## config.mk

```make
export PLATFORM = sky130hd
export DESIGN_NAME = lcd_tgen
export DESIGN_NICKNAME = d
export VERILOG_FILES = /design/src/rtl/lcd_tgen_pkg.sv /design/src/rtl/lcd_tgen_axis.sv /design/src/rtl/lcd_tgen_clkdiv.sv /design/src/rtl/lcd_tgen_shadow.sv /design/src/rtl/lcd_tgen_irq.sv /design/src/rtl/lcd_tgen.sv
export SDC_FILE = /design/constraint.sdc
export NUM_CORES = 1
export LEC_CHECK = 0
export BUFFER_PORTS_ARGS = -buffer_cell sky130_fd_sc_hd__buf_2
export CORE_AREA = 5 5 148 150
export CTS_CLUSTER_DIAMETER = 200
export DETAILED_ROUTE_END_ITERATION = 6
export DIE_AREA = 0 0 153 155
export MAX_ROUTING_LAYER = met4
export PLACE_DENSITY = 0.57
export RECOVER_POWER = 100
export SETUP_SLACK_MARGIN = 0.15
export SLEW_MARGIN = 20
export SYNTH_ARGS = -nofsm -noshare
export SYNTH_HDL_FRONTEND = slang
export SYNTH_SLANG_ARGS = --single-unit
```

## constraint.sdc

```tcl
create_clock -name clk -period 3.51 [get_ports clk]
set_clock_uncertainty 0.1 [all_clocks]
set_input_delay 0.351 -clock clk [delete_from_list [all_inputs] [get_ports clk]]
set_output_delay 0.351 -clock clk [all_outputs]
set_load 0.02 [all_outputs]
```

## src/rtl/lcd_tgen_pkg.sv

```systemverilog
package lcd_tgen_pkg;

    // Scan segment order within a line or a frame; the sequence is behaviour.
    typedef enum logic [1:0] {
        SEG_SYNC  = 2'd0,
        SEG_BACK  = 2'd1,
        SEG_ACT   = 2'd2,
        SEG_FRONT = 2'd3
    } seg_e;

    function automatic seg_e seg_next(input seg_e s);
        case (s)
            SEG_SYNC:  return SEG_BACK;
            SEG_BACK:  return SEG_ACT;
            SEG_ACT:   return SEG_FRONT;
            default:   return SEG_SYNC;
        endcase
    endfunction

endpackage

```

## src/rtl/lcd_tgen_axis.sv

```systemverilog
// One scan axis: walks sync, back porch, active, front porch segments.
module lcd_tgen_axis
    import lcd_tgen_pkg::*;
#(
    parameter int W = 12
) (
    input  logic                clk,
    input  logic                rst_n,
    input  logic                run_i,
    input  logic                step_i,
    input  logic [3:0][W-1:0]   len_i,   // indexed by seg_e, each count minus one
    output seg_e                seg_o,
    output logic [W-1:0]        cnt_o,
    output logic                last_o
);
    typedef struct packed {
        seg_e         seg;
        logic [W-1:0] cnt;
    } axis_t;

    axis_t st_d, st_q;
    logic  seg_done;

    always_comb begin
        seg_done = (st_q.cnt == len_i[st_q.seg]);
        st_d     = st_q;
        if (!run_i) begin
            st_d.seg = SEG_SYNC;
            st_d.cnt = '0;
        end else if (step_i) begin
            if (seg_done) begin
                st_d.cnt = '0;
                st_d.seg = seg_next(st_q.seg);
            end else begin
                st_d.cnt = st_q.cnt + W'(1);
            end
        end
    end

    always_ff @(posedge clk or negedge rst_n) begin
        if (!rst_n) begin
            st_q <= '{seg: SEG_SYNC, cnt: '0};
        end else begin
            st_q <= st_d;
        end
    end

    assign seg_o  = st_q.seg;
    assign cnt_o  = st_q.cnt;
    assign last_o = (st_q.seg == SEG_FRONT) && seg_done;
endmodule

```

## src/rtl/lcd_tgen_clkdiv.sv

```systemverilog
// Pixel tick from the source clock, optional divide by div_m1_i+1.
module lcd_tgen_clkdiv #(
    parameter int DIV_W = 8
) (
    input  logic             clk,
    input  logic             rst_n,
    input  logic             run_i,
    input  logic             div_on_i,
    input  logic [DIV_W-1:0] div_m1_i,
    output logic             tick_o
);
    typedef struct packed {
        logic [DIV_W-1:0] cnt;
    } div_t;

    div_t st_d, st_q;
    logic wrap;

    always_comb begin
        wrap   = (st_q.cnt == div_m1_i);
        tick_o = run_i && (!div_on_i || wrap);
        st_d   = st_q;
        if (!run_i || !div_on_i || wrap) begin
            st_d.cnt = '0;
        end else begin
            st_d.cnt = st_q.cnt + DIV_W'(1);
        end
    end

    always_ff @(posedge clk or negedge rst_n) begin
        if (!rst_n) begin
            st_q <= '{cnt: '0};
        end else begin
            st_q <= st_d;
        end
    end
endmodule

```

## src/rtl/lcd_tgen_shadow.sv

```systemverilog
// Shadow bank: copies the staged word when load_i is high.
module lcd_tgen_shadow #(
    parameter int W = 32
) (
    input  logic         clk,
    input  logic         rst_n,
    input  logic         load_i,
    input  logic [W-1:0] stg_i,
    output logic [W-1:0] sh_o
);
    typedef struct packed {
        logic [W-1:0] word;
    } bank_t;

    bank_t st_d, st_q;

    always_comb begin
        st_d = st_q;
        if (load_i) begin
            st_d.word = stg_i;
        end
    end

    always_ff @(posedge clk or negedge rst_n) begin
        if (!rst_n) begin
            st_q <= '{word: '0};
        end else begin
            st_q <= st_d;
        end
    end

    assign sh_o = st_q.word;
endmodule

```

## src/rtl/lcd_tgen_irq.sv

```systemverilog
// Frame interrupt pending bit; set has priority over the write-1 clear.
module lcd_tgen_irq (
    input  logic clk,
    input  logic rst_n,
    input  logic frame_start_i,
    input  logic ack_i,
    input  logic glb_en_i,
    input  logic frm_en_i,
    output logic pend_o,
    output logic irq_o
);
    typedef struct packed {
        logic pend;
    } irq_t;

    irq_t st_d, st_q;

    always_comb begin
        st_d = st_q;
        if (frame_start_i) begin
            st_d.pend = 1'b1;
        end else if (ack_i) begin
            st_d.pend = 1'b0;
        end
    end

    always_ff @(posedge clk or negedge rst_n) begin
        if (!rst_n) begin
            st_q <= '{pend: 1'b0};
        end else begin
            st_q <= st_d;
        end
    end

    assign pend_o = st_q.pend;
    assign irq_o  = st_q.pend && glb_en_i && frm_en_i;
endmodule

```

## src/rtl/lcd_tgen.sv

```systemverilog
module lcd_tgen
    import lcd_tgen_pkg::*;
#(
    parameter int H_W   = 12,
    parameter int V_W   = 11,
    parameter int DIV_W = 8
) (
    input  logic             clk,
    input  logic             rst_n,
    input  logic             cfg_en,
    input  logic             cfg_hs_low,
    input  logic             cfg_vs_low,
    input  logic             cfg_div_on,
    input  logic [DIV_W-1:0] cfg_div_m1,
    input  logic [H_W-1:0]   cfg_hsw,
    input  logic [H_W-1:0]   cfg_hbp,
    input  logic [H_W-1:0]   cfg_hact,
    input  logic [H_W-1:0]   cfg_hfp,
    input  logic [V_W-1:0]   cfg_vsw,
    input  logic [V_W-1:0]   cfg_vbp,
    input  logic [V_W-1:0]   cfg_vact,
    input  logic [V_W-1:0]   cfg_vfp,
    input  logic             cfg_hold,
    input  logic             int_en,
    input  logic             int_frame_en,
    input  logic             int_ack,
    output logic             hsync,
    output logic             vsync,
    output logic             de,
    output logic             pix_ce,
    output logic [H_W-1:0]   pix_x,
    output logic [V_W-1:0]   pix_y,
    output logic             int_pend,
    output logic             irq
);
    localparam int CFG_W = 4 + DIV_W + 4 * H_W + 4 * V_W;

    typedef struct packed {
        logic             en;
        logic             hs_low;
        logic             vs_low;
        logic             div_on;
        logic [DIV_W-1:0] div_m1;
        logic [H_W-1:0]   hsw;
        logic [H_W-1:0]   hbp;
        logic [H_W-1:0]   hact;
        logic [H_W-1:0]   hfp;
        logic [V_W-1:0]   vsw;
        logic [V_W-1:0]   vbp;
        logic [V_W-1:0]   vact;
        logic [V_W-1:0]   vfp;
    } cfg_t;

    cfg_t             stg;
    cfg_t             sh;
    logic [CFG_W-1:0] sh_vec;
    logic             run;
    logic             tick;
    logic             h_last, v_last;
    logic             frame_end;
    logic             load;
    logic             next_run;
    logic             frame_start;
    logic             hs_act, vs_act;
    seg_e             h_seg, v_seg;
    logic [H_W-1:0]   h_cnt;
    logic [V_W-1:0]   v_cnt;
    logic [3:0][H_W-1:0] h_len;
    logic [3:0][V_W-1:0] v_len;

    assign stg = '{en: cfg_en, hs_low: cfg_hs_low, vs_low: cfg_vs_low,
                   div_on: cfg_div_on, div_m1: cfg_div_m1,
                   hsw: cfg_hsw, hbp: cfg_hbp, hact: cfg_hact, hfp: cfg_hfp,
                   vsw: cfg_vsw, vbp: cfg_vbp, vact: cfg_vact, vfp: cfg_vfp};

    lcd_tgen_shadow #(.W(CFG_W)) u_shadow (
        .clk    (clk),
        .rst_n  (rst_n),
        .load_i (load),
        .stg_i  (stg),
        .sh_o   (sh_vec)
    );

    assign sh  = cfg_t'(sh_vec);
    assign run = sh.en;

    lcd_tgen_clkdiv #(.DIV_W(DIV_W)) u_div (
        .clk      (clk),
        .rst_n    (rst_n),
        .run_i    (run),
        .div_on_i (sh.div_on),
        .div_m1_i (sh.div_m1),
        .tick_o   (tick)
    );

    // Segment lengths ordered by seg_e: sync, back, active, front.
    assign h_len = {sh.hfp, sh.hact, sh.hbp, sh.hsw};
    assign v_len = {sh.vfp, sh.vact, sh.vbp, sh.vsw};

    lcd_tgen_axis #(.W(H_W)) u_hax (
        .clk    (clk),
        .rst_n  (rst_n),
        .run_i  (run),
        .step_i (tick),
        .len_i  (h_len),
        .seg_o  (h_seg),
        .cnt_o  (h_cnt),
        .last_o (h_last)
    );

    lcd_tgen_axis #(.W(V_W)) u_vax (
        .clk    (clk),
        .rst_n  (rst_n),
        .run_i  (run),
        .step_i (tick && h_last),
        .len_i  (v_len),
        .seg_o  (v_seg),
        .cnt_o  (v_cnt),
        .last_o (v_last)
    );

    always_comb begin
        frame_end   = tick && h_last && v_last;
        load        = !cfg_hold && (!run || frame_end);
        next_run    = load ? stg.en : run;
        frame_start = next_run && (!run || frame_end);
        hs_act      = run && (h_seg == SEG_SYNC);
        vs_act      = run && (v_seg == SEG_SYNC);
        de          = run && (h_seg == SEG_ACT) && (v_seg == SEG_ACT);
        hsync       = hs_act ^ sh.hs_low;
        vsync       = vs_act ^ sh.vs_low;
        pix_x       = de ? h_cnt : '0;
        pix_y       = de ? v_cnt : '0;
        pix_ce      = tick;
    end

    lcd_tgen_irq u_irq (
        .clk           (clk),
        .rst_n         (rst_n),
        .frame_start_i (frame_start),
        .ack_i         (int_ack),
        .glb_en_i      (int_en),
        .frm_en_i      (int_frame_en),
        .pend_o        (int_pend),
        .irq_o         (irq)
    );
endmodule

```

==> flow_summary_export.csv <==
group,metric,value,unit
grt,grt_pass1_wl,26600,µm
critical_path,path_cells,"buf_12, mux4_2, xnor2_1, nand2_1, nor4_1, nand4_2, a21oi_4, clkbuf_2, mux2_1",
logic_synthesis,synthFlopType,"dfrtp_1",
min_path,hold_depth,2,
cts,worstSkewPairLatency,0.42,ns
floorplan,core-area,20600,µm²
grt,antenna_found_initial,1,
run_status,violations,"capacitance limit, slew limit",
cts,cts_buffer_depth,2,
cells_and_area,area_delta_synth_final,21.7,%
logic_synthesis,yosysMostFrequentCell,"dfrtp_1",
drt,drc_errors,0,
logic_synthesis,ys_types,40,
cts,cts.sinks,140,
run_status,run_status,"finished with violations",
logic_synthesis,synth_seq_area_share,0.501,
run,maxCapViolations,1,
drt,finalWirelength,16600,µm
timing,hold_viol,0,
drt,antenna_left,0,
place,place.gp.congestion,0.826,
timing,worstMarginPinSlew,2.05,ns
min_path,min_path_type,"in -> reg",
timing,final.setup.tns,0,ns
drt,first_iter_violations,260,
cts,cts_hold_buf,1,
floorplan,num_rows,53,
cts,tritoncts,"built",
grt,met1_usage,0.184,
critical_path,path_class,"reg -> reg",
timing,fin_crit_sh,0.919,
timing,rsz0062_at_grt,"false",
critical_path,start_kind,"register",
critical_path,worstPathRequired,3.71,ns
logic_synthesis,synth_nets,662,
critical_path,cp-end-kind,"register",
critical_path,worstPathMaxFanout,14,
grt,grt_pass1_vias,5209,
cells_and_area,drive_above_1_share,0.316,
logic_synthesis,syn_area,6990,µm²
logic_synthesis,avgSynthCellArea,12.9,µm²
critical_path,max_stage_delay,0.52,ns
place,io_buffers,138,
timing,finalCriticalPeriod,3.23,ns
grt,grtUsageMet3,0.0348,
cells_and_area,fillers,2009,
floorplan,ios,139,
grt,use_met2,0.235,
pwr,leakagePower,3.85,nW
logic_synthesis,yosys.area.top_type_share,0.501,
timing,final-setup-viol-count,0,
logic_synthesis,synth_edf_count,0,
cells_and_area,nets,803,
timing,final.setup.worst_slack,0.283,ns
drt,wl_per_cell,17.0,µm
logic_synthesis,synth_cells,543,
cts,cts.reportedPaths.clkPinSlew,0.06,ns
timing,relSlewSlack,-0.369,
critical_path,arrival,3.43,ns
grt,overflow,0,
cts,cts-root-buf,"clkbuf_16",
drt,vias,4724,
critical_path,slowest_stage,"mux4_2",
drt,drtPass1Iterations,4,
cts,cts_buffers,17,
logic_synthesis,yosysTopAreaCell,"dfrtp_1",
logic_synthesis,synth_area_leaders,"dfrtp_1, mux2_1, mux4_2",
floorplan,dieWidth,153,µm
cts,h-tree-depth,4,
grt,grt_max_degree,80,
place,hpwlAfterDp,12400,µm
floorplan,die_area,23700,µm²
logic_synthesis,yosys_warnings,0,
place,pre_cts_slack,0.308,ns
floorplan,start_util,0.340,
timing,fmax,310,MHz
critical_path,rr_worst_depth,9,
floorplan,die_h,155,µm
cts,cts_setup_buffers,0,
pwr,power_per_cell_area,556,nW/µm²
cts,cts-resized-gates,0,
logic_synthesis,synth_top_cells_by_count,"dfrtp_1, mux2_1, mux2_2, xor2_1, nand2_1",
timing,maxSlewViolCount,79,
pwr,max-vdd-ir-drop,0.292,mV
drt,viasPerCell,4.86,
grt,grt_usage,0.147,
logic_synthesis,ys_seq_elements,140,
grt,grt_busiest_layer,"met2",
logic_synthesis,async_flop_share,1.00,
sequential cells by signal, indices dropped and copies added (netlist names):
register	count
u_hax.cnt_o	12
u_hax.seg_o	2
u_div.st_q	8
u_vax.seg_o	2
u_vax.cnt_o	11
u_shadow.sh_o	104
u_irq.pend_o	1
worst paths after layout:
kind | slack [ns] | end | from
hold reg to reg | 0.38 | u_shadow.sh_o[66] | u_shadow.sh_o[66]
hold / removal | 0.04 | u_shadow.sh_o[9] | cfg_vfp[9]
setup / recovery | 0.28 | u_shadow.sh_o[93] | u_hax.seg_o[0]
min in group asynchronous | 0.95 | u_hax.cnt_o[10] | rst_n
max in group asynchronous | 1.13 | u_shadow.sh_o[13] | rst_n
setup reg to reg | 0.28 | u_shadow.sh_o[93] | u_hax.seg_o[0]
metal layers:
metal,part of all wire,wire [µm],vias up
met5,0,0,-
met3,0.036,603,23
met1,0.45,7470,2367
met4,0.016,272,0
li1,-,-,2224
met2,0.50,8210,110
critical path, delay by kind of cell, from the launching register on:
family / cells / cell delay (ns)
AO/OA/AOI/OAI: 1 / 0.28
AND/OR/NAND/NOR: 3 / 0.73
buffers and inverters: 2 / 0.51
flip-flops: 1 / 0.37
multiplexers: 2 / 0.88
XOR/XNOR: 1 / 0.24
through the flow:
stage	hold WS (ns)	cells	power, mW	utilization	cell area (µm²)
after floorplan	-0.0446	543	2.71	-	6990
after global placement	0.336	939	3.00	0.387	7960
after detailed placement	0.345	939	3.04	0.387	7960
after CTS	0.0241	972	4.80	0.415	8530
after global routing	0.0216	973	4.99	0.414	8510
final	0.0406	973	4.73	0.414	8510
cell families after synthesis:
group                      Yosys count  synth area share
muxes                              133             0.243
and+or+nand+nor                    130            0.0963
buffers and inverters               38            0.0354
DFF                                140             0.501
AOI/OAI and AO/OA                   41            0.0426
xor gates and xnor gates            52            0.0652
adders and majority gates            9            0.0161
layout make-up:
type,instances,area [µm²],area share
clock buffers,19,443,0.0521
inverters,11,41.3,0.00485
diodes,1,2.50,0.000294
flip-flops and latches,140,3500,0.412
repair buffers,149,802,0.0943
clock inverters,13,125,0.0147
multi-input cells,365,3250,0.382
well taps,275,344,0.0404
placed cells by master, fill, tap and decap left out, types with 8 or more instances in the layout:
| cell | instances |
|---|---|
| dfrtp_1 | 140 |
| buf_2 | 123 |
| mux2_1 | 70 |
| mux2_2 | 34 |
| xor2_1 | 29 |
| nand2_1 | 26 |
| xnor2_1 | 23 |
| nand3_1 | 21 |
| nor2_1 | 21 |
| mux4_2 | 19 |
| clkbuf_16 | 17 |
| clkbuf_1 | 16 |
| and2_0 | 14 |
| inv_1 | 11 |
| and2_1 | 10 |
| mux2i_1 | 10 |
| o21ai_0 | 10 |
| ha_1 | 9 |
| and3_1 | 8 |
| nor3_1 | 8 |
power by group:
group / internal (mW) / leakage, nW / total [mW] / switching [mW]
registers: 1.89 / 1.76 / 2.09 / 0.204
clock network: 1.01 / 0.282 / 1.74 / 0.726
logic: 0.483 / 1.81 / 0.906 / 0.423
(Power assumes the default switching activity.)
